==> config.mk <==
export PLATFORM = sky130hd
export DESIGN_NAME = pulse_burst_gen
export DESIGN_NICKNAME = d
export VERILOG_FILES = /design/src/rtl/pbg_pkg.sv /design/src/rtl/pbg_scale.sv /design/src/rtl/pbg_phase_timer.sv /design/src/rtl/pbg_burst_ctrl.sv /design/src/rtl/pulse_burst_gen.sv
export SDC_FILE = /design/constraint.sdc
export NUM_CORES = 1
export LEC_CHECK = 0
export BUFFER_PORTS_ARGS = -buffer_cell sky130_fd_sc_hd__buf_2
export CAP_MARGIN = 20
export CORE_ASPECT_RATIO = 0.7
export CORE_UTILIZATION = 45
export CTS_BUF_LIST = sky130_fd_sc_hd__clkbuf_4 sky130_fd_sc_hd__clkbuf_8
export CTS_CLUSTER_DIAMETER = 60
export DETAILED_ROUTE_END_ITERATION = 10
export PLACE_DENSITY = 0.65
export SYNTH_ARGS = -nofsm -noshare
export SYNTH_HDL_FRONTEND = slang
export SYNTH_SLANG_ARGS = --single-unit
==> constraint.sdc <==
create_clock -name clk_i -period 3.3 [get_ports clk_i]
set_input_delay 0.165 -clock clk_i [delete_from_list [all_inputs] [get_ports clk_i]]
set_output_delay 0.165 -clock clk_i [all_outputs]
set_load 0.03 [all_outputs]
==> src/rtl/pbg_pkg.sv <==
package pbg_pkg;

  typedef enum logic [1:0] {
    ST_FREE  = 2'd0,
    ST_IDLE  = 2'd1,
    ST_BURST = 2'd2
  } gen_state_e;

endpackage

==> src/rtl/pbg_scale.sv <==
module pbg_scale #(
  parameter int IN_W   = 17,
  parameter int FACTOR = 5,
  parameter int OUT_W  = IN_W + $clog2(FACTOR)
) (
  input  logic [IN_W-1:0]  val_i,
  output logic [OUT_W-1:0] ticks_o
);

  localparam bit IS_POW2 = (FACTOR & (FACTOR - 1)) == 0;
  localparam int SHIFT   = $clog2(FACTOR);

  generate
    if (IS_POW2) begin : g_shift
      assign ticks_o = OUT_W'(val_i) << SHIFT;
    end else begin : g_mult
      assign ticks_o = OUT_W'(val_i) * OUT_W'(FACTOR);
    end
  endgenerate

endmodule

==> src/rtl/pbg_phase_timer.sv <==
module pbg_phase_timer #(
  parameter int CNT_W = 20
) (
  input  logic             clk_i,
  input  logic             clr_i,
  input  logic             stop_i,
  input  logic             load_i,
  input  logic [CNT_W-1:0] per_in_i,
  input  logic [CNT_W-1:0] wid_in_i,
  output logic             wrap_o,
  output logic             pulse_o,
  output logic [CNT_W-1:0] ph_o,
  output logic [CNT_W-1:0] per_o,
  output logic [CNT_W-1:0] wid_o
);

  logic [CNT_W-1:0] ph_q, per_q, wid_q;
  logic [CNT_W-1:0] ph_inc;
  logic             pulse_q;

  assign ph_inc = ph_q + CNT_W'(1);
  assign wrap_o = (per_q == '0) || (ph_q == per_q - CNT_W'(1));

  always_ff @(posedge clk_i) begin
    if (clr_i) begin
      ph_q    <= '0;
      per_q   <= '0;
      wid_q   <= '0;
      pulse_q <= 1'b0;
    end else if (stop_i) begin
      ph_q    <= '0;
      pulse_q <= 1'b0;
    end else if (load_i) begin
      ph_q    <= '0;
      per_q   <= per_in_i;
      wid_q   <= wid_in_i;
      pulse_q <= (per_in_i != '0) && (wid_in_i != '0);
    end else begin
      ph_q    <= ph_inc;
      pulse_q <= ph_inc < wid_q;
    end
  end

  assign pulse_o = pulse_q;
  assign ph_o    = ph_q;
  assign per_o   = per_q;
  assign wid_o   = wid_q;

endmodule

==> src/rtl/pbg_burst_ctrl.sv <==
module pbg_burst_ctrl
  import pbg_pkg::*;
#(
  parameter int BURST_W = 8
) (
  input  logic               clk_i,
  input  logic               clr_i,
  input  logic               mode_stb_i,
  input  logic               fire_stb_i,
  input  logic [BURST_W-1:0] burst_cnt_i,
  input  logic               wrap_i,
  output logic               stop_o,
  output logic               load_o,
  output logic               busy_o,
  output gen_state_e         st_o,
  output logic [BURST_W-1:0] rem_o
);

  gen_state_e         st_q;
  logic [BURST_W-1:0] rem_q;
  logic               start, last;

  assign start  = (st_q == ST_IDLE) && fire_stb_i && (burst_cnt_i != '0);
  assign last   = (st_q == ST_BURST) && wrap_i && (rem_q == BURST_W'(1));
  assign stop_o = ((st_q == ST_IDLE) && !start) || last ||
                  ((st_q == ST_FREE) && mode_stb_i);
  assign load_o = start || wrap_i;

  always_ff @(posedge clk_i) begin
    if (clr_i) begin
      st_q  <= ST_FREE;
      rem_q <= '0;
    end else begin
      unique case (st_q)
        ST_FREE: begin
          if (mode_stb_i) st_q <= ST_IDLE;
        end
        ST_IDLE: begin
          if (start) begin
            st_q  <= ST_BURST;
            rem_q <= burst_cnt_i;
          end
        end
        ST_BURST: begin
          if (wrap_i) begin
            if (last) begin
              st_q  <= ST_IDLE;
              rem_q <= '0;
            end else begin
              rem_q <= rem_q - BURST_W'(1);
            end
          end
        end
        default: st_q <= ST_FREE;
      endcase
    end
  end

  assign busy_o = (st_q == ST_BURST);
  assign st_o   = st_q;
  assign rem_o  = rem_q;

endmodule

==> src/rtl/pulse_burst_gen.sv <==
module pulse_burst_gen
  import pbg_pkg::*;
#(
  parameter int VAL_W   = 17,
  parameter int STEP_TK = 5,
  parameter int BURST_W = 8
) (
  input  logic               clk_i,
  input  logic               clr_i,
  input  logic [VAL_W-1:0]   period_i,
  input  logic [VAL_W-1:0]   width_i,
  input  logic [BURST_W-1:0] burst_cnt_i,
  input  logic               mode_stb_i,
  input  logic               fire_stb_i,
  output logic               pulse_o,
  output logic               busy_o
);

  localparam int CNT_W = VAL_W + $clog2(STEP_TK);

  logic [CNT_W-1:0]   per_ticks, wid_ticks;
  logic [CNT_W-1:0]   ph_w, per_w, wid_w;
  logic [BURST_W-1:0] rem_w;
  logic               wrap_w, stop_w, load_w;
  gen_state_e         st_w;

  pbg_scale #(.IN_W(VAL_W), .FACTOR(STEP_TK), .OUT_W(CNT_W)) u_scale_per (
    .val_i(period_i), .ticks_o(per_ticks)
  );

  pbg_scale #(.IN_W(VAL_W), .FACTOR(STEP_TK), .OUT_W(CNT_W)) u_scale_wid (
    .val_i(width_i), .ticks_o(wid_ticks)
  );

  pbg_burst_ctrl #(.BURST_W(BURST_W)) u_ctrl (
    .clk_i       (clk_i),
    .clr_i       (clr_i),
    .mode_stb_i  (mode_stb_i),
    .fire_stb_i  (fire_stb_i),
    .burst_cnt_i (burst_cnt_i),
    .wrap_i      (wrap_w),
    .stop_o      (stop_w),
    .load_o      (load_w),
    .busy_o      (busy_o),
    .st_o        (st_w),
    .rem_o       (rem_w)
  );

  pbg_phase_timer #(.CNT_W(CNT_W)) u_timer (
    .clk_i    (clk_i),
    .clr_i    (clr_i),
    .stop_i   (stop_w),
    .load_i   (load_w),
    .per_in_i (per_ticks),
    .wid_in_i (wid_ticks),
    .wrap_o   (wrap_w),
    .pulse_o  (pulse_o),
    .ph_o     (ph_w),
    .per_o    (per_w),
    .wid_o    (wid_w)
  );

endmodule

==> results.cfg <==
[place]
dp_hpwl_microns = 10900
dp.cells = 970
numPortBuffers = 47
gp_congestion = 0.864
pre_cts_ws_ns = -0.273

[logic_synthesis]
synth_seq_area_share_pct = 23.7
ys_async_sr_fraction_pct = 0
syn_nets = 846
synth_seq_cells = 71
yosys_most_used_dff = dfxtp_1
synthesis.area_sq_um = 6010
synth_edf_count = 0
ys_types = 66
synthTopCellsByArea = dfxtp_1 (24%), ha_1 (18%), xnor2_1 (6.8%)
yosys.area.top_type = dfxtp_1
synth_cells = 712
postSynthAreaPerCell_sq_um = 8.44
synth_top_area_share_pct = 23.7
ys.warnings.count = 0

[flow_run]
maxCapViolCount = 0

[critical_path]
worstSetupStartpointType = flip-flop
endpoint = u_timer.wid_o[11]$_SDFFE_PP0P_
setup.worst_path.start = u_timer.per_o[12]$_SDFFE_PP0P_
path_max_fanout = 8
arrival_ns = 3.72
ff2ff_setup_slack_ns = -0.21
endpoint_kind = flip-flop
worstReg2RegEnd = u_timer.wid_o[11]$_SDFFE_PP0P_
rr_worst_depth = 13
worstSetupPathType = reg -> reg
timing.rr.start = u_timer.per_o[12]$_SDFFE_PP0P_
cp.required_ns = 3.51

[global_route]
grt_pass1_wl_microns = 24300
grt_pass1_vias = 5188
antenna_found_initial = 0
grt_usage_pct = 21.6
grt_max_degree = 53
grt_overflow = 0

[detailed_routing]
via_count = 5443
drt-total-wl_microns = 14400
met2WireLength_microns = 6200
antenna_left = 0
drtIter0Drc = 255
drt_first_pass_iters = 4
detail_route.vias_per_cell = 5.44
wl_met3_microns = 548
wl_per_cell_microns = 14.4
drc_errors = 0
routed.top_layer = met4
met1Wirelength_microns = 7560

[timing]
fin_hold_ws_ns = 0.170
relSlewSlack_pct = 33.2
fin_crit_ns = 3.51
setup_violations = 51
period_share_pct = 106
worst_slew_pin_slew_ns = 1.00
clock-skew-final_ns = 0.00836
slew_violations = 0
rsz0062_at_grt = true
hold_viol = 0
worst_slack_ns = -0.206
fmax_mhz = 285

[cells_and_area]
mostFrequentLayoutCells = ha_1 (85), buf_4 (68), nor2_1 (67), dfxtp_1 (67), inv_1 (55)
area_growth_pct = 22.8
diodes = 0
final_util_pct = 58.0
fin_cells = 1000
drive_gt1_share_pct = 21.4
fin_nets = 968
mostFrequentLayoutCell = ha_1

[cts]
hold_buffers = 0
htree_levels = 3
clk_pin_slew_ns = 0.08
root_buffer = clkbuf_8
cts_buffers = 9
clock_latency_ns = 0.36
clock_path_buffers = 2
cts_tree = built
cts_sinks = 71

[power_and_ir_drop]
vdd_ir_drop_max_v = 0.000353
p_per_area_nw_per_um2 = 722
power_leakage_nw = 3.54
p_total_mw = 5.33

[floorplan]
start_util_pct = 47.2
die_area_sq_um = 13800
std_cell_rows = 34
io_pins = 48
die-height_microns = 98.7
die_w_microns = 140
core-area_sq_um = 12700

[status]
status = finished with violations
violations = setup timing

[min_path]
holdPathStages = 4
worstHoldPathType = in -> reg
==> where the power goes <==
group | switching [mW] | internal (mW)
registers | 0.134 | 1.02
logic | 1.69 | 1.87
clock network | 0.325 | 0.293
total | 2.15 | 3.18
==> metrics by stage <==
step                      cell area, sq um  TNS, ns
after detailed placement              6900    -5.69
after global routing                  7380   -11.02
after floorplan                       6020        0
after CTS                             7320    -3.54
final                                 7380    -6.70
after global placement                6900    -2.04
==> area by class of cell <==
| class | count | area, sq um |
|---|---|---|
| clock buffers | 11 | 145 |
| clock inverters | 4 | 22.5 |
| fillers | 1098 | 5340 |
| inverters | 57 | 214 |
| multi-input cells | 564 | 4350 |
| flip-flops and latches | 71 | 1430 |
| well taps | 162 | 203 |
| repair buffers | 131 | 1020 |
==> sequential cells by signal, summed over array words and instances (netlist names) <==
name	count
u_timer.wid_o	20
u_timer.ph_o	20
u_timer.pulse_o	1
u_ctrl.st_o	2
u_ctrl.rem_o	8
u_timer.per_o	20
==> cell families (layout without fill, tap and decap cells) <==
group	after synthesis	after routing	synth area share [%]
AOI/OAI and AO/OA	136	136	15.5
adders and majority gates	88	88	18.6
and+or+nand+nor	231	231	19.8
buffers and inverters	77	203	5.75
xor gates and xnor gates	70	70	10.2
muxes	39	39	6.50
DFF	71	71	23.7
==> worst max-delay path: stages, from the launching register on <==
cell and delay (ns):
dfxtp_2 0.33, or4_4 0.54, or3_4 0.39, or2_4 0.24, o32a_1 0.29, o31a_1 0.12
o41a_1 0.54, o21ai_1 0.16, nand2b_4 0.18, buf_12 0.14, buf_12 0.13, buf_6 0.09
mux2i_1 0.16, nor2_1 0.05
==> synth_stat cells, types with 6 or more instances <==
cell type and count:
clkbuf_1 12, nand4_1 10, o21ai_0 30, ha_1 86, xnor2_1 47, nand3_1 19, dfxtp_1 71, nand2b_1 8
o21a_1 7, or3_1 7, nor4_1 7, a21oi_1 31, xor2_1 23, nor2b_1 17, nor3_1 16, a22oi_1 6
and3_1 20, o31ai_1 6, mux2i_1 39, inv_1 57, nor2_1 68, nand2_1 37
==> worst min path at each step <==
stage / from / end / slack [ns]
final: width_i[0] / u_timer.wid_o[0]$_SDFFE_PP0P_ / 0.17
after global routing: width_i[0] / u_timer.wid_o[0]$_SDFFE_PP0P_ / 0.18
after floorplan: period_i[0] / u_timer.per_o[0]$_SDFFE_PP0P_ / 0.31
after detailed placement: u_timer.wid_o[19]$_SDFFE_PP0P_ / u_timer.wid_o[19]$_SDFFE_PP0P_ / 0.45
after global placement: u_timer.wid_o[4]$_SDFFE_PP0P_ / u_timer.wid_o[4]$_SDFFE_PP0P_ / 0.45
after CTS: width_i[0] / u_timer.wid_o[0]$_SDFFE_PP0P_ / 0.16
==> timing repair <==
action	in CTS	in global routing
cloned	4	0
pin swaps	21	10
resized for setup	32	10
setup endpoints to repair	51	51
buffers inserted	9	3
==> routing by layer <==
layer	vias up	GRT usage, %
li1	2784	-
met1	2548	31.3
met2	101	33.3
met3	10	3.94
met4	0	4.40
met5	-	0
Power figures use the tool's default switching activity.
